`config.mk`:
```
export PLATFORM = sky130hd
export DESIGN_NAME = rx_char_queue
export DESIGN_NICKNAME = d
export VERILOG_FILES = /design/src/rtl/rx_char_queue_pkg.sv /design/src/rtl/rxq_store.sv /design/src/rtl/rxq_idle_timer.sv /design/src/rtl/rx_char_queue.sv
export SDC_FILE = /design/constraint.sdc
export NUM_CORES = 1
export LEC_CHECK = 0
export CAP_MARGIN = 20
export CORE_ASPECT_RATIO = 1.2
export CORE_MARGIN = 8
export CORE_UTILIZATION = 35
export DETAILED_ROUTE_END_ITERATION = 8
export SLEW_MARGIN = 20
export SYNTH_ARGS = -nofsm -noshare
export SYNTH_HDL_FRONTEND = slang
export SYNTH_SLANG_ARGS = --single-unit
```
`constraint.sdc`:
```
create_clock -name clk -period 3.1 [get_ports clk]
set_input_delay 0.465 -clock clk [delete_from_list [all_inputs] [get_ports clk]]
set_output_delay 0.465 -clock clk [all_outputs]
set_load 0.01 [all_outputs]
```
`src/rtl/rx_char_queue_pkg.sv`:
```
package rx_char_queue_pkg;

  // Fill level that raises the trigger flag for each select code.
  function automatic int unsigned trig_level(input logic [1:0] sel);
    case (sel)
      2'd0:    trig_level = 1;
      2'd1:    trig_level = 4;
      2'd2:    trig_level = 8;
      default: trig_level = 14;
    endcase
  endfunction

  // Idle length in bit ticks: four per data bit plus twelve.
  function automatic int unsigned tmo_limit(input logic [1:0] wsel);
    tmo_limit = 4 * (32'(wsel) + 5) + 12;
  endfunction

endpackage

```
`src/rtl/rxq_store.sv`:
```
module rxq_store #(
  parameter int DW    = 8,
  parameter int DEPTH = 16,
  localparam int AW   = $clog2(DEPTH),
  localparam int CW   = $clog2(DEPTH + 1)
) (
  input  logic          clk,
  input  logic          rst_n,
  input  logic          push,
  input  logic [DW-1:0] push_data,
  input  logic          pop,
  input  logic          flush,
  output logic [DW-1:0] head_data,
  output logic [CW-1:0] count
);

  logic [DW-1:0] mem [DEPTH];
  logic [AW-1:0] wr_ptr, rd_ptr;
  logic [CW-1:0] count_q;

  function automatic logic [AW-1:0] next_ptr(input logic [AW-1:0] p);
    next_ptr = (p == AW'(DEPTH - 1)) ? '0 : p + 1'b1;
  endfunction

  always_ff @(posedge clk) begin
    if (push && !flush) mem[wr_ptr] <= push_data;
  end

  always_ff @(posedge clk) begin
    if (!rst_n || flush) begin
      wr_ptr  <= '0;
      rd_ptr  <= '0;
      count_q <= '0;
    end else begin
      if (push) wr_ptr <= next_ptr(wr_ptr);
      if (pop)  rd_ptr <= next_ptr(rd_ptr);
      case ({push, pop})
        2'b10:   count_q <= count_q + 1'b1;
        2'b01:   count_q <= count_q - 1'b1;
        default: count_q <= count_q;
      endcase
    end
  end

  assign head_data = mem[rd_ptr];
  assign count     = count_q;

  a_r1_no_overflow: assert property (@(posedge clk) disable iff (!rst_n)
    count_q <= CW'(DEPTH));
  a_r2_flush_empties: assert property (@(posedge clk) disable iff (!rst_n)
    flush |=> (count_q == '0));
  a_r1_push_grows: assert property (@(posedge clk) disable iff (!rst_n)
    (push && !pop && !flush) |=> (count_q == CW'($past(count_q) + 1)));
  a_r4_last_read: assert property (@(posedge clk) disable iff (!rst_n)
    (count_q == CW'(1) && pop && !push && !flush) |=> (count_q == '0));

endmodule

```
`src/rtl/rxq_idle_timer.sv`:
```
module rxq_idle_timer #(
  parameter int TW = 6
) (
  input  logic          clk,
  input  logic          rst_n,
  input  logic          tick,
  input  logic          cnt_clr,
  input  logic          flag_clr,
  input  logic          nonempty,
  input  logic [TW-1:0] limit,
  output logic          flag
);

  logic [TW-1:0] cnt_q;
  logic          flag_q;

  always_ff @(posedge clk) begin
    if (!rst_n) begin
      cnt_q  <= '0;
      flag_q <= 1'b0;
    end else if (!nonempty) begin
      cnt_q  <= '0;
      flag_q <= 1'b0;
    end else begin
      if (flag_clr) flag_q <= 1'b0;
      if (cnt_clr) begin
        cnt_q <= '0;
      end else if (tick && !flag_q) begin
        if (cnt_q == limit - 1'b1) begin
          cnt_q  <= '0;
          flag_q <= 1'b1;
        end else begin
          cnt_q <= cnt_q + 1'b1;
        end
      end
    end
  end

  assign flag = flag_q;

  a_r8_idle_when_empty: assert property (@(posedge clk) disable iff (!rst_n)
    !nonempty |=> (cnt_q == '0 && !flag_q));
  a_r7_clear_restarts: assert property (@(posedge clk) disable iff (!rst_n)
    (cnt_clr && nonempty) |=> (cnt_q == '0));
  a_r6_rise_on_tick: assert property (@(posedge clk) disable iff (!rst_n)
    $rose(flag_q) |-> $past(tick));
  a_r9_flag_holds: assert property (@(posedge clk) disable iff (!rst_n)
    (flag_q && !flag_clr && nonempty) |=> flag_q);

endmodule

```
`src/rtl/rx_char_queue.sv`:
```
module rx_char_queue #(
  parameter int DW    = 8,
  parameter int DEPTH = 16,
  parameter int TW    = 6
) (
  input  logic          clk,
  input  logic          rst_n,
  input  logic          fifo_en,
  input  logic [1:0]    trig_sel,
  input  logic [1:0]    wlen_sel,
  input  logic          in_valid,
  input  logic [DW-1:0] in_data,
  output logic          in_ready,
  input  logic          stop_mid,
  input  logic          bit_tick,
  output logic          out_valid,
  output logic [DW-1:0] out_data,
  input  logic          out_ready,
  input  logic          status_rd,
  output logic          trig_hit,
  output logic          tmo_flag,
  output logic          overrun
);
  import rx_char_queue_pkg::*;

  localparam int CW = $clog2(DEPTH + 1);

  logic          en_q, flush, push, pop, drop, ovr_q;
  logic [CW-1:0] count, cap;
  int unsigned   level;

  always_ff @(posedge clk) begin
    if (!rst_n) en_q <= 1'b0;
    else        en_q <= fifo_en;
  end

  assign flush     = fifo_en ^ en_q;
  assign cap       = fifo_en ? CW'(DEPTH) : CW'(1);
  assign in_ready  = (count < cap) && !flush;
  assign push      = in_valid && in_ready;
  assign drop      = in_valid && !in_ready;
  assign out_valid = (count != '0);
  assign pop       = out_valid && out_ready && !flush;

  rxq_store #(.DW(DW), .DEPTH(DEPTH)) store_i (
    .clk       (clk),
    .rst_n     (rst_n),
    .push      (push),
    .push_data (in_data),
    .pop       (pop),
    .flush     (flush),
    .head_data (out_data),
    .count     (count)
  );

  assign level    = fifo_en ? trig_level(trig_sel) : 32'd1;
  assign trig_hit = (32'(count) >= level);

  always_ff @(posedge clk) begin
    if (!rst_n)         ovr_q <= 1'b0;
    else if (drop)      ovr_q <= 1'b1;
    else if (status_rd) ovr_q <= 1'b0;
  end
  assign overrun = ovr_q;

  rxq_idle_timer #(.TW(TW)) timer_i (
    .clk      (clk),
    .rst_n    (rst_n),
    .tick     (bit_tick),
    .cnt_clr  (stop_mid | out_ready | in_valid | flush),
    .flag_clr (pop | in_valid | flush),
    .nonempty (out_valid),
    .limit    (TW'(tmo_limit(wlen_sel))),
    .flag     (tmo_flag)
  );

  a_r3_drop_sets_overrun: assert property (@(posedge clk) disable iff (!rst_n)
    drop |=> overrun);
  a_r3_status_clears: assert property (@(posedge clk) disable iff (!rst_n)
    (status_rd && !drop) |=> !overrun);
  a_r8_no_timeout_empty: assert property (@(posedge clk) disable iff (!rst_n)
    !out_valid |-> !tmo_flag);
  a_r5_trigger_needs_data: assert property (@(posedge clk) disable iff (!rst_n)
    trig_hit |-> out_valid);

endmodule

```
After elaboration in Yosys (flattened, before gate mapping)

Memories as Yosys holds them, arrays and structs flattened. A register that Yosys moved wholly into a read port is not among the register bits.
Index checks and enable logic that the tools add are counted.

Equality and inequality tests: 7
Add/subtract/negate cells: 8
Reductions and logical operators: 18
Multiplexer cells: 17
Bitwise gates (word level): 8
$lt $le $gt $ge: 2

Operators by type and width:

| cell                | number |
|---|---|
| $ge 5x32->1         | 1 |
| $mux 32             | 1 |
| $mux 4              | 4 |
| $pmux 4 s3          | 1 |
| $pmux 5 s2          | 1 |
| $add 4x1->4 const B | 2 |
| $eq 4x4->1 const B  | 2 |
| $mux 1              | 8 |
| $logic_and 1x1->1   | 7 |
| $add 6x1->6 const B | 1 |
| $add 6x4->6 const B | 1 |
| $eq 6x6->1          | 1 |
| $mux 6              | 1 |
| $sub 6x1->6 const B | 1 |
| $add 5x1->5 const B | 1 |
| $lt 5x5->1          | 1 |
| $mux 5              | 1 |
| $or 1x1->1          | 5 |
| $reduce_bool 5->1   | 1 |
| $sub 5x1->5 const B | 1 |
| $add 2x3->4 const B | 1 |
| $eq 2x1->1 const B  | 2 |
| $eq 2x2->1 const B  | 2 |
| $logic_not 1->1     | 4 |
| other kinds (7)     | 9 |

Logic and storage cells: 68
Register bits after elaboration: 22
RAM bits: 128
Bits of input ports: 20
Output and inout port bits: 13
Memories: 1

Memory list:

| name        | depth | bits a word | rd ports | clocked after memory_dff | write ports | RTL line        | RTL |
|---|---|---|---|---|---|---|---|
| store_i.mem | 16    | 8           | 1        | 1                        | 1           | rxq_store.sv:17 | `logic [DW-1:0] mem [DEPTH];` |

Depth between registers and ports, before layout

Gate-level depths: netlist (run 1).

Word-level depth: 9
Gate-level depth with buffers: 15
Mapped depth without buffers: 13

Modules after synthesis

A second synthesis (run 1) with hierarchy kept.

Cell total of the unflattened synthesis: 403
Area total of the unflattened synthesis: 6658.9 um^2

Modules (own cells, without submodules):

| module         | times used | area each (um^2) | sequential area each (um^2) | cells each |
|---|---|---|---|---|
| rxq_store      | 1          | 5851.9           | 4184.0                      | 310 |
| rxq_idle_timer | 1          | 466.7            | 140.1                       | 53 |
| rx_char_queue  | 1          | 340.3            | 40.0                        | 40 |

Least setup slack after synthesis (run 1)

Ideal clock, no wire load.

Kind: flip-flop to flip-flop
Start point: register store_i.count_q[1] (netlist: store_i.count[1])
End point: register store_i.count_q[4] (netlist: store_i.count[4])
Library setup time: 0.118 ns
Stages on the path, launching flop included: 14
Buffers on the path: 2
Period minus slack after synthesis: 3.111 ns
Arrival: 2.993 ns
Data required time: 2.982 ns
Path slack: -0.011 ns
Path through: dfxtp_1 > buf_2 > or4_1 > o211ai_2 > inv_1 > ha_1 > clkbuf_1 > xor2_1 > ha_1 > nor4_1 > mux2i_1 > or4_1 > a21oi_1 > nor3b_1

Word-level cells in the longest chain between the ends: 5
Elaborated cells between the ends (all ways): 12
Classes of those cells: add/sub (2); order compare (1); eq/ne (2); mux (1); reduce/logical (6)

RTL lines:

| what                                            | RTL line                                 | RTL |
|---|---|---|
| start, declared                                 | rxq_store.sv:19                          | `logic [CW-1:0] count_q;` |
| start signal, assigned                          | rxq_store.sv:38                          | `2'b10: count_q <= count_q + 1'b1;` |
| start signal, assigned                          | rxq_store.sv:39                          | `2'b01: count_q <= count_q - 1'b1;` |
| start signal, assigned                          | rxq_store.sv:40                          | `default: count_q <= count_q;` |
| $lt 5x5->1 or $reduce_bool 5->1 (tied branches) | rx_char_queue.sv:39, rx_char_queue.sv:42 |  |
| $logic_and 1x1->1, on equally long branches     | rx_char_queue.sv:39, rx_char_queue.sv:43 |  |
| $logic_and 1x1->1, on equally long branches     | rx_char_queue.sv:40, rx_char_queue.sv:43 |  |
| $eq 2x1->1 or $eq 2x2->1 (tied branches)        | rxq_store.sv:37                          | `case ({push, pop})` |
| $pmux 5 s2 or $reduce_bool 2->1 (tied branches) | --                                       |  |

Several ways; a longest one is shown, not always the timed one.
A chain may end at the register's enable or synchronous reset.

==> run metrics, run 1 <==
status=finished clean; slowest CP cell=mux4_2; register area share after synthesis=67.49%; Final setup viols=0; WL final=13.22 mm; area grow syn2layout=23.45%; number of buffers inserted by port buffering=32; drt first-iter violations=310; Worst EP required=2630 ps; Worst Tran Pin Value=639.5 ps; commonest non-fill, non-tap cell in the layout=edfxtp_1; multiplexer share of the synthesized area=14.55%; Clock Path Buffers=2; Final Hold Fails=0; CTS clk-pin slew, worst paths=60 ps; met3 WL=605 um; clk root buf=clkbuf_16; Max Slew Vio Count=0; IO Pins=33; period utilization=97.29%; clk sinks=154; most frequent cells in the layout=128 x edfxtp_1, 40 x mux4_2, 32 x buf_4, 28 x clkdlybuf4s50_1, 25 x dfxtp_1; # rows=54; vias=3542; setup TNS=0 ps; Finished Core Util=43.92%; Synth Area per Inst=16.93 um2; fmax=331.6 MHz; XOR/XNOR Fraction of Synth Area=2.187%; Synth Area in Adders=2.902%; gr usage total=12.22%; die height=164.9 um; Die ar.=0.02310 mm2; worst vdd ir=0.4909 mV; Num CTS Buffers=17; main combinational cell family by area after synthesis=multiplexers; Crit Path Max Fanout=16; kind of critical path=reg -> out; hold_buf cts=0; flops & latches, synth=154; Cell variety after synth=43; antenna-violating nets left=0; first-pass GRT wire length=21.00 mm; M1 WL=5.687 mm; insertion delay to the later sink of the worst-skew pair=420 ps; Synth Area in Compound Gates=3.231%; RSZ-0062 raised after global routing=no; vias per inst=5.133; CP Data Arrival Time=2550 ps; post-synthesis net count=417; Min-Delay Path Class=reg -> reg; top post-synthesis cells by area=edfxtp_1 59%, mux4_2 14%, dfxtp_1 8.0%; Design Area, Final=0.007983 mm2; layout cell share with drive strength beyond 1=23.82%; Syn. warnings=0; Setup crit end kind=output pin; CTS tree=done; Wirelength per Cell=19.16 um; GR Overflow Total=0; largest net degree at the start of global routing=33; max-cap check violation count=0; number of diodes=0; CP Launch Type=flop; crit-path most repeated cell=mux4_2; metal2 WL=6.764 mm; CTS HTree Levels=4; critical-path cell list=buf_16, mux4_2, mux4_2, clkdlybuf4s50_1; Post-synth EDFFs=128; Nets=488; top routing layer in use=met4; post-synth top area cell=edfxtp_1; hpwl dp=8.963 mm; antenna violations before repair=0; max incr delay on CP=520 ps; Die X=140.1 um; number of cells produced by synthesis=382; Initial Util=35.58%; Main synth FF type=edfxtp_1; Pre-antenna DRT Iters=7; Final Skew=8.497 ps; vias in the first global route=3728; leakage power=0.002678 uW; worst rel slew slack=57.31%; top-area cell type share of the netlist area=59.44%; core area=0.01817 mm2; asr flop ratio synth=0%; Post-route DRC=0; Syn Std Cell Area=0.006466 mm2; placed inst area=0.007251 mm2; placer congestion estimate=0.7758; pwr dens=597.4 mW/mm2; Filler cells=1576; min Tclk post-route=3016 ps; Post-Synth Simple-Gate Area=7.604%
-- layer usage --
metal  up-vias  global-route usage [%]
li1       1644                       -
met1      1798                   14.26
met2        85                   20.93
met3        15                   4.049
met4         0                   4.004
met5         -                       0
-- cell type report --
class	instances	area (um2)	share of cell area (%)
Inverter	15	56.30	0.7053
Timing Repair Buffer	68	646.9	8.103
Multi-Input combinational cell	197	1977	24.76
Sequential cell	154	4368	54.72
Tap cell	224	280.3	3.511
Clock buffer	18	429.2	5.376
Clock inverter	14	225.2	2.821
-- cell families after synthesis --
kind of cell | count (synthesis)
adder cells (fa/ha/maj) | 15
AO/OA/AOI/OAI | 33
multiplexers | 44
buffers and inverters | 31
XOR/XNOR | 14
AND/OR/NAND/NOR | 91
flip-flops | 154
-- report_power, final --
part,switching (uW),internal [uW]
clock,789,1500
combinational,112,108
sequential,7.41,2250
-- Yosys cell counts, drive strengths merged (8+ instances only) --
library cell / count
nand2: 15
buf: 10
inv: 15
nand3: 9
xor2: 8
mux4: 40
and2: 13
ha: 15
edfxtp: 128
dfxtp: 26
nor2: 19
a21oi: 16
-- through the flow --
| step | worst slack [ps] | total power (uW) | hold slack [ps] | cells |
|---|---|---|---|---|
| floorplan | 10.64 | 2406 | 472.4 | 382 |
| global placement | -27.68 | 2520 | 475.0 | 653 |
| detailed placement | -185.4 | 2528 | 487.8 | 653 |
| CTS | 18.54 | 4809 | 502.1 | 686 |
| global route | 5.977 | 4911 | 546.0 | 690 |
| finish | 84.08 | 4769 | 490.1 | 690 |
-- flip-flops by register name, summed over array words and instances (netlist names), named ones only --
name	count
overrun	1
store_i.count	5
store_i.mem	128
timer_i.cnt_q	6
timer_i.flag	1
en_q	1
store_i.rd_ptr	4
store_i.wr_ptr	4
-- path summary, 6_finish.rpt --
check | cells after the start | slack [ps] | start | end
setup / recovery | 4 | 80 | flop | out_data[5]
hold / removal | 2 | 490 | overrun | overrun
setup reg to reg | 11 | 210 | store_i.count[0] | store_i.count[4]
hold reg to reg | 2 | 490 | overrun | overrun
-- worst max-delay path: cells and delay by family (launching register included) --
| kind | cells | cell delay [ps] |
|---|---|---|
| buffers and inverters | 2 | 690 |
| flip-flops | 1 | 410 |
| multiplexers | 2 | 1020 |
-- timing repair --
action | CTS | global route
setup buffers | 0 | 4
cloned | 1 | 0
resized for setup | 5 | 2
endpoints found under the setup margin | 7 | 6
(Power assumes the default switching activity.)
==> run 2, diff against run 1 <==
--- a/config.mk
+++ b/config.mk
@@ -10,7 +10,7 @@
 export CORE_MARGIN = 8
 export CORE_UTILIZATION = 35
 export DETAILED_ROUTE_END_ITERATION = 8
-export SLEW_MARGIN = 20
+export SLEW_MARGIN = 10
 export SYNTH_ARGS = -nofsm -noshare
 export SYNTH_HDL_FRONTEND = slang
 export SYNTH_SLANG_ARGS = --single-unit
==> results of run 2 <==
Final layout, timing and power as in run 1 (identical DEF).
